<file path="src/rtl/vrg_pkg.sv">
package vrg_pkg;
  localparam int SMP_W  = 14;  // sample index width
  localparam int LN_W   = 12;  // line index width
  localparam int STD_W  = 8;   // standard code width
  localparam int DIV_W  = 16;  // divider width
  localparam int SUB_W  = 2;   // subsample field width
  localparam int ADDR_W = 5;
  localparam int DATA_W = 16;

  typedef enum logic [ADDR_W-1:0] {
    RA_CTRL     = 5'd0,  RA_LINE_SMP = 5'd1,  RA_FRAME_LN = 5'd2,
    RA_HSYNC    = 5'd3,  RA_HBLANK   = 5'd4,  RA_VFP      = 5'd5,
    RA_VSYNC    = 5'd6,  RA_VBLANK   = 5'd7,  RA_F0_FP    = 5'd8,
    RA_F0_SYNC  = 5'd9,  RA_F0_BLANK = 5'd10, RA_ACT_LN   = 5'd11,
    RA_F0_START = 5'd12, RA_FLD_SET  = 5'd13, RA_FLD_CLR  = 5'd14,
    RA_STD      = 5'd15, RA_SOF_POS  = 5'd16, RA_SOF_LN   = 5'd17,
    RA_DIV      = 5'd18, RA_ANC_LN   = 5'd19
  } regAddr_t;

  typedef struct packed {
    logic              valid;
    logic              interlaced;
    logic [SMP_W-1:0]  lineSamples;
    logic [SMP_W-1:0]  hSyncLen;
    logic [SMP_W-1:0]  hBlankLen;
    logic [SMP_W-1:0]  sofSample;
    logic [SUB_W-1:0]  sofSub;
    logic [LN_W-1:0]   frameLines;
    logic [LN_W-1:0]   vFrontPorch;
    logic [LN_W-1:0]   vSyncLen;
    logic [LN_W-1:0]   vBlankLen;
    logic [LN_W-1:0]   f0FrontPorch;
    logic [LN_W-1:0]   f0SyncLen;
    logic [LN_W-1:0]   f0BlankLen;
    logic [LN_W-1:0]   activeLine;
    logic [LN_W-1:0]   f0BlankStart;
    logic [LN_W-1:0]   fieldRise;
    logic [LN_W-1:0]   fieldFall;
    logic [LN_W-1:0]   sofLine;
    logic [LN_W-1:0]   ancLine;
    logic [STD_W-1:0]  stdCode;
    logic [DIV_W-1:0]  divider;
  } modeBank_t;

  typedef struct packed {
    logic run;
    logic lineStart;
  } vrgStrobe_t;
endpackage

</file>
<file path="src/rtl/vrg_regs.sv">
module vrg_regs
  import vrg_pkg::*;
(
  input  logic              clk,
  input  logic              rst,
  input  logic              wrEn,
  input  logic [ADDR_W-1:0] wrAddr,
  input  logic [DATA_W-1:0] wrData,
  input  logic              frameEnd,
  output modeBank_t         actBank
);
  modeBank_t shadow;
  logic      loadBank;

  assign loadBank = !actBank.valid || frameEnd;

  always_ff @(posedge clk) begin
    if (rst) begin
      shadow <= '0;
    end else if (wrEn) begin
      case (wrAddr)
        RA_CTRL: begin
          shadow.valid      <= wrData[0];
          shadow.interlaced <= wrData[1];
        end
        RA_LINE_SMP: shadow.lineSamples  <= wrData[SMP_W-1:0];
        RA_FRAME_LN: shadow.frameLines   <= wrData[LN_W-1:0];
        RA_HSYNC:    shadow.hSyncLen     <= wrData[SMP_W-1:0];
        RA_HBLANK:   shadow.hBlankLen    <= wrData[SMP_W-1:0];
        RA_VFP:      shadow.vFrontPorch  <= wrData[LN_W-1:0];
        RA_VSYNC:    shadow.vSyncLen     <= wrData[LN_W-1:0];
        RA_VBLANK:   shadow.vBlankLen    <= wrData[LN_W-1:0];
        RA_F0_FP:    shadow.f0FrontPorch <= wrData[LN_W-1:0];
        RA_F0_SYNC:  shadow.f0SyncLen    <= wrData[LN_W-1:0];
        RA_F0_BLANK: shadow.f0BlankLen   <= wrData[LN_W-1:0];
        RA_ACT_LN:   shadow.activeLine   <= wrData[LN_W-1:0];
        RA_F0_START: shadow.f0BlankStart <= wrData[LN_W-1:0];
        RA_FLD_SET:  shadow.fieldRise    <= wrData[LN_W-1:0];
        RA_FLD_CLR:  shadow.fieldFall    <= wrData[LN_W-1:0];
        RA_STD:      shadow.stdCode      <= wrData[STD_W-1:0];
        RA_SOF_POS: begin
          shadow.sofSub    <= wrData[SUB_W-1:0];
          shadow.sofSample <= wrData[SMP_W+SUB_W-1:SUB_W];
        end
        RA_SOF_LN:   shadow.sofLine      <= wrData[LN_W-1:0];
        RA_DIV:      shadow.divider      <= wrData[DIV_W-1:0];
        RA_ANC_LN:   shadow.ancLine      <= wrData[LN_W-1:0];
        default: ;
      endcase
    end
  end

  always_ff @(posedge clk) begin
    if (rst)           actBank <= '0;
    else if (loadBank) actBank <= shadow;
  end

  // a running bank only changes at the frame boundary reported by the counters
  a_r2_bank_hold: assert property (@(posedge clk) disable iff (rst)
    (actBank.valid && !frameEnd) |=> $stable(actBank));
endmodule

</file>
<file path="src/rtl/vrg_ctrl.sv">
module vrg_ctrl
  import vrg_pkg::*;
#(
  parameter int SUBS = 2
) (
  input  logic             clk,
  input  logic             rst,
  input  logic             modeValid,
  input  logic [SMP_W-1:0] lineSamples,
  input  logic [LN_W-1:0]  frameLines,
  input  logic [DIV_W-1:0] divider,
  output vrgStrobe_t       strb,
  output logic [SUB_W-1:0] subCnt,
  output logic [SMP_W-1:0] sampleCnt,
  output logic [LN_W-1:0]  lineCnt,
  output logic             frameEnd,
  output logic             divPulse
);
  localparam logic [SUB_W-1:0] SUB_LAST = SUB_W'(SUBS - 1);

  logic             lastSub, lastSample, lastLine, divHit;
  logic [DIV_W-1:0] divCnt;

  assign lastSub    = subCnt >= SUB_LAST;
  assign lastSample = ({1'b0, sampleCnt} + 1'b1) >= {1'b0, lineSamples};
  assign lastLine   = ({1'b0, lineCnt} + 1'b1) >= {1'b0, frameLines};
  assign frameEnd   = modeValid && lastSub && lastSample && lastLine;
  assign divHit     = ({1'b0, divCnt} + 1'b1) >= {1'b0, divider};

  assign strb.run       = modeValid;
  assign strb.lineStart = (subCnt == '0) && (sampleCnt == '0);

  always_ff @(posedge clk) begin
    if (rst || !modeValid) begin
      subCnt    <= '0;
      sampleCnt <= '0;
      lineCnt   <= '0;
    end else begin
      subCnt <= lastSub ? '0 : subCnt + 1'b1;
      if (lastSub) begin
        sampleCnt <= lastSample ? '0 : sampleCnt + 1'b1;
        if (lastSample) lineCnt <= lastLine ? '0 : lineCnt + 1'b1;
      end
    end
  end

  always_ff @(posedge clk) begin
    if (rst || !modeValid) begin
      divCnt   <= '0;
      divPulse <= 1'b0;
    end else begin
      divPulse <= divHit;
      divCnt   <= divHit ? '0 : divCnt + 1'b1;
    end
  end

  // sample index never leaves the programmed line
  a_r3_sample_bound: assert property (@(posedge clk) disable iff (rst)
    strb.run |-> (sampleCnt < lineSamples || lineSamples == '0));
  // line index never leaves the programmed frame
  a_r4_line_bound: assert property (@(posedge clk) disable iff (rst)
    strb.run |-> (lineCnt < frameLines || frameLines == '0));
  // with a divider above one, pulses are never back to back
  a_r10_div_gap: assert property (@(posedge clk) disable iff (rst)
    (divPulse && divider > 1) |=> !divPulse);
endmodule

</file>
<file path="src/rtl/vrg_dpath.sv">
module vrg_dpath
  import vrg_pkg::*;
(
  input  logic             clk,
  input  logic             rst,
  input  vrgStrobe_t       strb,
  input  modeBank_t        bank,
  input  logic [SUB_W-1:0] subCnt,
  input  logic [SMP_W-1:0] sampleCnt,
  input  logic [LN_W-1:0]  lineCnt,
  output logic             hSyncOut,
  output logic             hBlankOut,
  output logic             vSyncOut,
  output logic             vBlankOut,
  output logic             activeOut,
  output logic             fieldOut,
  output logic             sofOut,
  output logic             ancOut
);
  localparam int SUM_W = LN_W + 2;
  localparam int NWIN  = 2;  // window 0: normal/field 1, window 1: field 0

  logic [SUM_W-1:0] lineExt;
  logic [SUM_W-1:0] winStart [NWIN];
  logic [SUM_W-1:0] winFp    [NWIN];
  logic [SUM_W-1:0] winSync  [NWIN];
  logic [SUM_W-1:0] winLen   [NWIN];
  logic [SUM_W-1:0] syncRise [NWIN];
  logic [NWIN-1:0]  winOn, inBlank, inSync;

  logic             hSyncNx, hBlankNx, vBlankNx, fieldNx, sofNx;
  logic [SUM_W-1:0] sofSum, sofAbs;
  logic             unusedBank;

  assign unusedBank = ^{bank.valid, bank.lineSamples, bank.stdCode, bank.divider};
  assign lineExt    = SUM_W'(lineCnt);

  always_comb begin
    winStart[0] = '0;
    winFp[0]    = SUM_W'(bank.vFrontPorch);
    winSync[0]  = SUM_W'(bank.vSyncLen);
    winLen[0]   = SUM_W'(bank.vBlankLen);
    winStart[1] = SUM_W'(bank.f0BlankStart);
    winFp[1]    = SUM_W'(bank.f0FrontPorch);
    winSync[1]  = SUM_W'(bank.f0SyncLen);
    winLen[1]   = SUM_W'(bank.f0BlankLen);
  end

  assign winOn = {bank.interlaced, 1'b1};

  for (genvar w = 0; w < NWIN; w++) begin : g_win
    assign syncRise[w] = winStart[w] + winFp[w];
    assign inBlank[w]  = winOn[w] && (lineExt >= winStart[w]) &&
                         (lineExt < winStart[w] + winLen[w]);
    assign inSync[w]   = winOn[w] && (lineExt >= syncRise[w]) &&
                         (lineExt < syncRise[w] + winSync[w]);
  end

  assign hSyncNx  = sampleCnt < bank.hSyncLen;
  assign hBlankNx = sampleCnt < bank.hBlankLen;
  assign vBlankNx = |inBlank;

  always_comb begin
    sofSum = (bank.interlaced ? syncRise[1] : syncRise[0]) + SUM_W'(bank.sofLine);
    sofAbs = (sofSum >= SUM_W'(bank.frameLines)) ? sofSum - SUM_W'(bank.frameLines) : sofSum;
  end
  assign sofNx = (lineExt == sofAbs) && (sampleCnt == bank.sofSample) &&
                 (subCnt == bank.sofSub);

  always_comb begin
    fieldNx = fieldOut;
    if (!bank.interlaced)                                fieldNx = 1'b0;
    else if (strb.lineStart && lineCnt == bank.fieldRise) fieldNx = 1'b1;
    else if (strb.lineStart && lineCnt == bank.fieldFall) fieldNx = 1'b0;
  end

  always_ff @(posedge clk) begin
    if (rst || !strb.run) begin
      hSyncOut  <= 1'b0;
      hBlankOut <= 1'b0;
      vSyncOut  <= 1'b0;
      vBlankOut <= 1'b0;
      activeOut <= 1'b0;
      fieldOut  <= 1'b0;
      sofOut    <= 1'b0;
      ancOut    <= 1'b0;
    end else begin
      hSyncOut  <= hSyncNx;
      hBlankOut <= hBlankNx;
      vSyncOut  <= |inSync;
      vBlankOut <= vBlankNx;
      activeOut <= !hBlankNx && !vBlankNx && (lineCnt >= bank.activeLine);
      fieldOut  <= fieldNx;
      sofOut    <= sofNx;
      ancOut    <= lineCnt >= bank.ancLine;
    end
  end

  // a stopped generator drives quiet flags on the next clock
  a_r1_idle_quiet: assert property (@(posedge clk) disable iff (rst)
    !strb.run |=> !(hSyncOut || hBlankOut || vSyncOut || vBlankOut ||
                    activeOut || fieldOut || sofOut || ancOut));
  // start-of-frame is a single-clock pulse
  a_r8_sof_single: assert property (@(posedge clk) disable iff (rst)
    sofOut |=> !sofOut);
  // progressive mode keeps field at 0
  a_r7_field_prog: assert property (@(posedge clk) disable iff (rst)
    (strb.run && !bank.interlaced) |=> !fieldOut);
  // field only changes at a line start
  a_r7_field_hold: assert property (@(posedge clk) disable iff (rst)
    (strb.run && bank.interlaced && !strb.lineStart) |=> $stable(fieldOut));
endmodule

</file>
<file path="src/rtl/vid_raster_gen.sv">
module vid_raster_gen
  import vrg_pkg::*;
#(
  parameter int SUBS = 2  // clocks per sample, 1 to 4
) (
  input  logic              clk,
  input  logic              rst,
  input  logic              wrEn,
  input  logic [ADDR_W-1:0] wrAddr,
  input  logic [DATA_W-1:0] wrData,
  output logic              hSyncOut,
  output logic              hBlankOut,
  output logic              vSyncOut,
  output logic              vBlankOut,
  output logic              activeOut,
  output logic              fieldOut,
  output logic              sofOut,
  output logic              ancOut,
  output logic              divClkPulse,
  output logic [STD_W-1:0]  stdCodeOut
);
  modeBank_t        actBank;
  vrgStrobe_t       strb;
  logic [SUB_W-1:0] subCnt;
  logic [SMP_W-1:0] sampleCnt;
  logic [LN_W-1:0]  lineCnt;
  logic             frameEnd;

  vrg_regs u_regs (
    .clk(clk), .rst(rst), .wrEn(wrEn), .wrAddr(wrAddr), .wrData(wrData),
    .frameEnd(frameEnd), .actBank(actBank)
  );

  vrg_ctrl #(.SUBS(SUBS)) u_ctrl (
    .clk(clk), .rst(rst), .modeValid(actBank.valid),
    .lineSamples(actBank.lineSamples), .frameLines(actBank.frameLines),
    .divider(actBank.divider), .strb(strb), .subCnt(subCnt),
    .sampleCnt(sampleCnt), .lineCnt(lineCnt), .frameEnd(frameEnd),
    .divPulse(divClkPulse)
  );

  vrg_dpath u_dpath (
    .clk(clk), .rst(rst), .strb(strb), .bank(actBank), .subCnt(subCnt),
    .sampleCnt(sampleCnt), .lineCnt(lineCnt), .hSyncOut(hSyncOut),
    .hBlankOut(hBlankOut), .vSyncOut(vSyncOut), .vBlankOut(vBlankOut),
    .activeOut(activeOut), .fieldOut(fieldOut), .sofOut(sofOut), .ancOut(ancOut)
  );

  assign stdCodeOut = actBank.stdCode;
endmodule

</file>
<file path="config.mk">
export PLATFORM = sky130hd
export DESIGN_NAME = vid_raster_gen
export DESIGN_NICKNAME = d
export VERILOG_FILES = /design/src/rtl/vrg_pkg.sv /design/src/rtl/vrg_regs.sv /design/src/rtl/vrg_ctrl.sv /design/src/rtl/vrg_dpath.sv /design/src/rtl/vid_raster_gen.sv
export SDC_FILE = /design/constraint.sdc
export NUM_CORES = 1
export LEC_CHECK = 0
export ABC_AREA = 1
export ABC_CLOCK_PERIOD_IN_PS = 4300
export BUFFER_PORTS_ARGS = -buffer_cell sky130_fd_sc_hd__clkbuf_2
export CORE_ASPECT_RATIO = 0.6
export CORE_MARGIN = 3
export CORE_UTILIZATION = 55
export DETAILED_ROUTE_END_ITERATION = 10
export PLACE_DENSITY = 0.81
export SETUP_SLACK_MARGIN = 0.15
export SLEW_MARGIN = 30
export SYNTH_ARGS = -nofsm -noshare
export SYNTH_HDL_FRONTEND = slang
export SYNTH_SLANG_ARGS = --single-unit
</file>
<file path="constraint.sdc">
create_clock -name clk -period 4.3 [get_ports clk]
set_clock_uncertainty 0.15 [all_clocks]
set_input_delay 0.215 -clock clk [delete_from_list [all_inputs] [get_ports clk]]
set_output_delay 0.215 -clock clk [all_outputs]
set_load 0.03 [all_outputs]
</file>
# Word-level counts from Yosys, hierarchy flattened
# Index checks and enable logic that the tools add are counted.
[op_classes]
n_addsub = 13
bitwise = 1
n_lt_le_gt_ge = 17
reduce_logical = 51
n_eq_ne = 24
mux = 6
[ops]
columns = ["op", "count"]
rows = [
  [">= comparator 12 bit", 4],
  ["< comparator 12 x 14 -> 1 bit", 3],
  ["two-way mux 14 bit", 3],
  ["AND reduction 2 bit", 21],
  ["== test 5 x 4 -> 1 bit, second input constant", 8],
  ["adder 12 x 12 -> 13 bit", 3],
  ["adder 14 x 12 -> 14 bit", 2],
  ["< comparator 14 bit", 2],
  ["== test 12 bit", 2],
  ["== test 5 x 3 -> 1 bit, second input constant", 4],
  ["== test 5 bit, second input constant", 4],
  ["adder 16 x 1 -> 17 bit, second input constant", 1],
  [">= comparator 17 x 16 -> 1 bit", 1],
  ["adder 16 x 1 -> 16 bit, second input constant", 1],
  ["logical AND 1 bit", 16],
  ["adder 14 x 1 -> 15 bit, second input constant", 1],
  [">= comparator 15 x 14 -> 1 bit", 1],
  ["adder 14 x 1 -> 14 bit, second input constant", 1],
  ["== test 12 x 14 -> 1 bit", 1],
  ["== test 14 bit", 1],
  [">= comparator 12 x 14 -> 1 bit", 1],
  [">= comparator 14 x 12 -> 1 bit", 1],
  ["logical NOT 14 bit", 1],
  ["subtractor 14 x 12 -> 14 bit", 1],
  ["other kinds (19)", 28],
]
[totals]
inputBits = 24
register_bits = 533
output_inout_bits = 17

# Longest topological paths before layout
[depth]
ltp_word = 8
mapped_depth = 37
mapped_depth_nobuf = 36

# Hierarchy
# A second synthesis with hierarchy kept.
[hier_totals]
cells_unflattened = 4345
hier_area_um2 = 29659.7
[by_module_without_submodules]
columns = ["module", "area_per_inst_um2", "seq_area_each_um2", "cells_per_inst", "n_inst"]
rows = [
  ["vrg_regs", 18240.0, 9609.2, 2551, 1],
  ["vrg_dpath", 7709.9, 160.2, 1210, 1],
  ["vrg_ctrl", 3709.8, 900.9, 584, 1],
]

# Worst setup path before layout
# OpenSTA, ideal clock, no wires.
[synth_path]
kind = "register to register"
from = "reg u_regs.actBank[72] (netlist name)"
to = "reg u_dpath.sofOut"
period_less_slack_ns = 4.700
slack_ns = -0.400
n_path_buf = 1
arrival_ns = 4.486
required_ns = 4.086
stages_incl_launch_ff = 34
cell_sequence = "dfxtp_1 ha_1 inv_1 fa_1 nand3b_1 nand2_1 a31oi_1 o21bai_1 xor2_1 o21ai_0 ha_1 nand2_1 nor2_1 nand3_1 nand4_1 xor2_1 inv_1 ha_1 nand2_1 nor2_1 inv_1 nor2_1 nand2_1 nand3_1 nor2_1 nand3_1 nor2_2 buf_4 nand2_1 nand2_1 o21ai_0 nor2_1 nand3_1 nor2_1"
[synth_via]
elab_chain_len = 8
elab_cells_between_ends = 9
cone_classes = "add/sub: 3; order compare: 1; eq/ne: 1; mux: 2; reduce/logical: 2"
[synth_lines]
columns = ["element", "line_no", "source"]
rows = [
  ["adder 12 x 12 -> 13 bit *", "vrg_dpath.sv:52", "assign syncRise[w] = winStart[w] + winFp[w];"],
  ["two-way mux 14 bit *", "vrg_dpath.sv:64", "sofSum = (bank.interlaced ? syncRise[1] : syncRise[0]) + SUM_W'(bank.sofLine);"],
  ["adder 14 x 12 -> 14 bit *", "vrg_dpath.sv:64", ""],
  ["subtractor 14 x 12 -> 14 bit / >= comparator 14 x 12 -> 1 bit (equally long branches)", "vrg_dpath.sv:65", "sofAbs = (sofSum >= SUM_W'(bank.frameLines)) ? sofSum - SUM_W'(bank.frameLines) : sofSum;"],
  ["two-way mux 14 bit *", "vrg_dpath.sv:65", ""],
  ["== test 12 x 14 -> 1 bit *", "vrg_dpath.sv:67", "assign sofNx = (lineExt == sofAbs) && (sampleCnt == bank.sofSample) &&"],
  ["logical AND 1 bit * (2 in a row)", "vrg_dpath.sv:67", ""],
  ["end signal: assignment", "vrg_dpath.sv:94", "sofOut <= sofNx;"],
  ["end: declaration", "vrg_dpath.sv:17", "output logic sofOut,"],
]
# Every way passes the cells marked *; elsewhere a longest branch is shown, timed or not.
# A chain may end at the register's enable or synchronous reset.

# Worst setup path in the final report
[layout_path]
from = "reg u_regs.actBank[120] (netlist name)"
to = "reg u_dpath.sofOut"
[layout_via]
elab_chain_len = 8
elab_cells_between_ends = 9
cone_classes = "add/sub: 3; order compare: 1; eq/ne: 1; mux: 2; reduce/logical: 2"
[layout_lines]
columns = ["element", "line_no"]
rows = [
  ["adder 12 x 12 -> 13 bit *", "vrg_dpath.sv:52"],
  ["two-way mux 14 bit *", "vrg_dpath.sv:64"],
  ["adder 14 x 12 -> 14 bit *", "vrg_dpath.sv:64"],
  ["subtractor 14 x 12 -> 14 bit / >= comparator 14 x 12 -> 1 bit (equally long branches)", "vrg_dpath.sv:65"],
  ["two-way mux 14 bit *", "vrg_dpath.sv:65"],
  ["== test 12 x 14 -> 1 bit *", "vrg_dpath.sv:67"],
  ["logical AND 1 bit * (2 in a row)", "vrg_dpath.sv:67"],
]
# Marked as above.

==> results.cfg <==
[setup_path]
critPathCapture = u_dpath.sofOut
r2r_slack_ps = -460
crit_top_cell = nand3_1
cp.required_ps = 4660
crit_fanout = 8
path_class = reg2reg
cp-start-kind = flop
arrival_ps = 5120
r2r-end = u_dpath.sofOut
critPathCaptureType = flop
r2r_cells = 29
cpPeakStageDelay_ps = 350
startpoint = u_regs.actBank[120]
critPathSlowestCell = dfxtp_2
r2r_start = u_regs.actBank[120]

[floorplan]
coreArea_um2 = 51300
die_y_um = 183
ios = 41
die_area_um2 = 55200
initial_core_util_pct = 56.1
die_w_um = 301
rows = 64

[cts]
clk_latency_ps = 620
tritoncts = yes
clockBufferDepth = 3
clockRootBuffer = clkbuf_16
cts.sinks = 533
numCtsBuffers = 50
ctsHtreeMaxLevel = 2
cts.clk_slew.worst_paths_ps = 70

[hold_path]
whs_path_depth = 4
hold_path.class = in2reg

[synth]
synth-adder-area-share_pct = 11.4
synth-main-ff-cell = dfxtp_1
synth_top_area_share_pct = 37.1
synth_mux_area_share_pct = 0.0348
synthesis.area_um2 = 28800
synthDistinctLibCells = 54
synth_top_family_by_area = simple AND/OR/NAND/NOR gates
synth_area_leader_cell = dfxtp_1
yosys_warnings = 0
yosys_register_bits = 533
synth_compound_area_share_pct = 14.2
synthSimpleGateAreaFrac_pct = 23.3
synth-edff-count = 0
avgSynthCellArea_um2 = 7.13
netlist_instances = 4038
ys_seq_area_share_pct = 37.1
synth_area_leaders = dfxtp_1, ha_1, nand2_1
synthesis.nets = 4320
async_flop_share_pct = 0
synth_xor_area_share_pct = 3.47

[timing]
slew_viol_final = 0
timing.final.crit_share_pct = 111
rsz0062_at_grt = true
fmax_mhz = 210
hold_violations = 0
worst_pin_slew_ps = 980
setup_tns_ps = -456
min_period_ps = 4760
relSlewSlack_pct = 34.7
worst_slack_ps = -456
setup_viol = 1

[place]
dp.cells = 4768
gp_congestion = 0.982
hpwl_um = 55200
dpl_cell_area_um2 = 30600
place_ws_ps = -762
port_buffers = 40

[detailed_routing]
via_per_inst = 5.27
wl_per_cell_um = 16.4
num_vias = 25808
antenna_left = 0
drt_wl_total_um = 80200
firstDrtPassIters = 5
drc = 0
drt_first_iter_violations = 2496

[power_and_ir_drop]
vdd_drop_max_mv = 0.376
power_density_nw_per_um2 = 321
p_leak_nw = 16.4

[final_layout]
syn2layout_area_growth_pct = 14.1
nNetsFinal = 4441
final_util_pct = 64.0
final_area_um2 = 32900
fin_cells = 4893
drive_gt1_share_pct = 12.2

[global_routing]
grt_pass1_vias = 22995
grt_first_pass_wirelength_um = 125000
antenna_found_initial = 2
overflow = 0
grt_max_degree = 129
grt_util_all_layers_pct = 28.3

[run]
maxCapViolCount = 0

[outcome]
status = finished, violations left
violations = negative setup slack
power breakdown:
part           leakage, nW  switching, mW  internal, mW
sequential            4.30         0.0335          5.00
clock                0.812           2.02          2.46
combinational         11.2          0.658         0.381
total                 16.4           2.71          7.84
cell usage after synthesis (3+ instances only):
cell / instances
inv_1: 544
nand3b_1: 12
xnor2_1: 32
o21ai_0: 315
nor3_1: 29
nand4_1: 32
buf_1: 4
fa_1: 6
nor2_2: 91
a21o_1: 9
dfxtp_1: 533
o21a_1: 5
a31oi_1: 6
buf_2: 32
o21bai_1: 13
o22ai_1: 8
a211oi_1: 10
clkbuf_1: 128
a21oi_1: 384
nor2_1: 541
buf_4: 12
xor2_1: 82
buf_6: 22
ha_1: 252
nor4_1: 9
o211ai_1: 8
nand2_1: 780
nand3_1: 101
a21boi_0: 3
o221ai_1: 4
registers in the layout, summed over array words and instances, names as in the netlist:
name               cells
u_ctrl.divCnt         16
u_ctrl.divPulse        1
u_ctrl.lineCnt        12
u_ctrl.sampleCnt      14
u_ctrl.subCnt          2
u_dpath.activeOut      1
u_dpath.ancOut         1
u_dpath.fieldOut       1
u_dpath.hBlankOut      1
u_dpath.hSyncOut       1
u_dpath.sofOut         1
u_dpath.vBlankOut      1
u_dpath.vSyncOut       1
u_regs.actBank       240
u_regs.shadow        240
how the worst min path moves through the flow:
stage / slack (ps) / start / to
floorplan: 130 / rst / u_regs.actBank[239]
global placement: 250 / u_ctrl.subCnt[0] / u_ctrl.subCnt[0]
detailed placement: 260 / u_ctrl.subCnt[0] / u_ctrl.subCnt[0]
CTS: 5 / wrAddr[3] / u_regs.shadow[238]
global route: 40 / wrAddr[3] / u_regs.shadow[238]
finish: 20 / wrAddr[3] / u_regs.shadow[238]
logic make-up (layout without fill, tap and decap cells):
family,count (synthesis),count (layout)
mux,1,1
fa+ha+maj,258,258
buf+inv,744,904
other cells,0,2
xor+xnor,114,114
compound gates,775,775
flops,533,533
simple gates,1613,1613
worst max-delay path, delay by kind of cell (launching register included):
family                   cells  cell delay (ps)
buffers and inverters        3              250
adder cells (fa/ha/maj)      4             1100
AND/OR/NAND/NOR             15             1740
XOR/XNOR                     2              390
AO/OA/AOI/OAI                5              700
flip-flops                   1              350
routing by layer:
metal  global-route usage, %  part of all wire, %  vias up
met3                    6.05                   10      129
li1                        -                    -    13082
met2                    39.7                   39      898
met1                    43.3                   48    11699
met5                       0                    0        -
met4                    7.51                  2.4        0
cells in the final DEF, fill, tap and decap left out, types with 14 or more instances in the layout:
| cell type | netlist | layout |
|---|---|---|
| dfxtp_1 | 533 | 527 |
| clkbuf_2 | 0 | 40 |
| o21ai_0 | 315 | 308 |
| nor2_2 | 91 | 98 |
| nand4_1 | 32 | 32 |
| nand3_1 | 101 | 97 |
| xnor2_1 | 32 | 30 |
| ha_1 | 252 | 245 |
| xor2_1 | 82 | 77 |
| nor3_1 | 29 | 28 |
| buf_12 | 0 | 14 |
| nand2_1 | 780 | 762 |
| clkbuf_16 | 0 | 50 |
| buf_4 | 12 | 194 |
| inv_1 | 544 | 539 |
| nor2_1 | 541 | 532 |
| nand2_2 | 1 | 17 |
| a21oi_1 | 384 | 375 |
metrics by stage:
stage                     hold slack [ps]  total power, mW
after global routing                 44.2             10.9
after CTS                            4.52             10.6
after detailed placement              258             6.09
after floorplan                       134             5.76
after global placement                252             6.08
final                                22.6             10.6
layout make-up:
type	instances	area (um2)
diodes	2	5.00
inverters	546	2060
clock buffers	73	1440
well taps	693	867
clock inverters	18	204
multi-input cells	2761	15400
flip-flops and latches	533	10700
repair buffers	267	2150
fillers	4499	18500
timing repair:
item,CTS,global route
hold endpoints to repair,18,0
setup buffers,7,14
hold buffers,11,0
gates resized for setup,40,42
setup endpoints to repair,2,227
pin swaps,31,31
(Power assumes the default switching activity.)
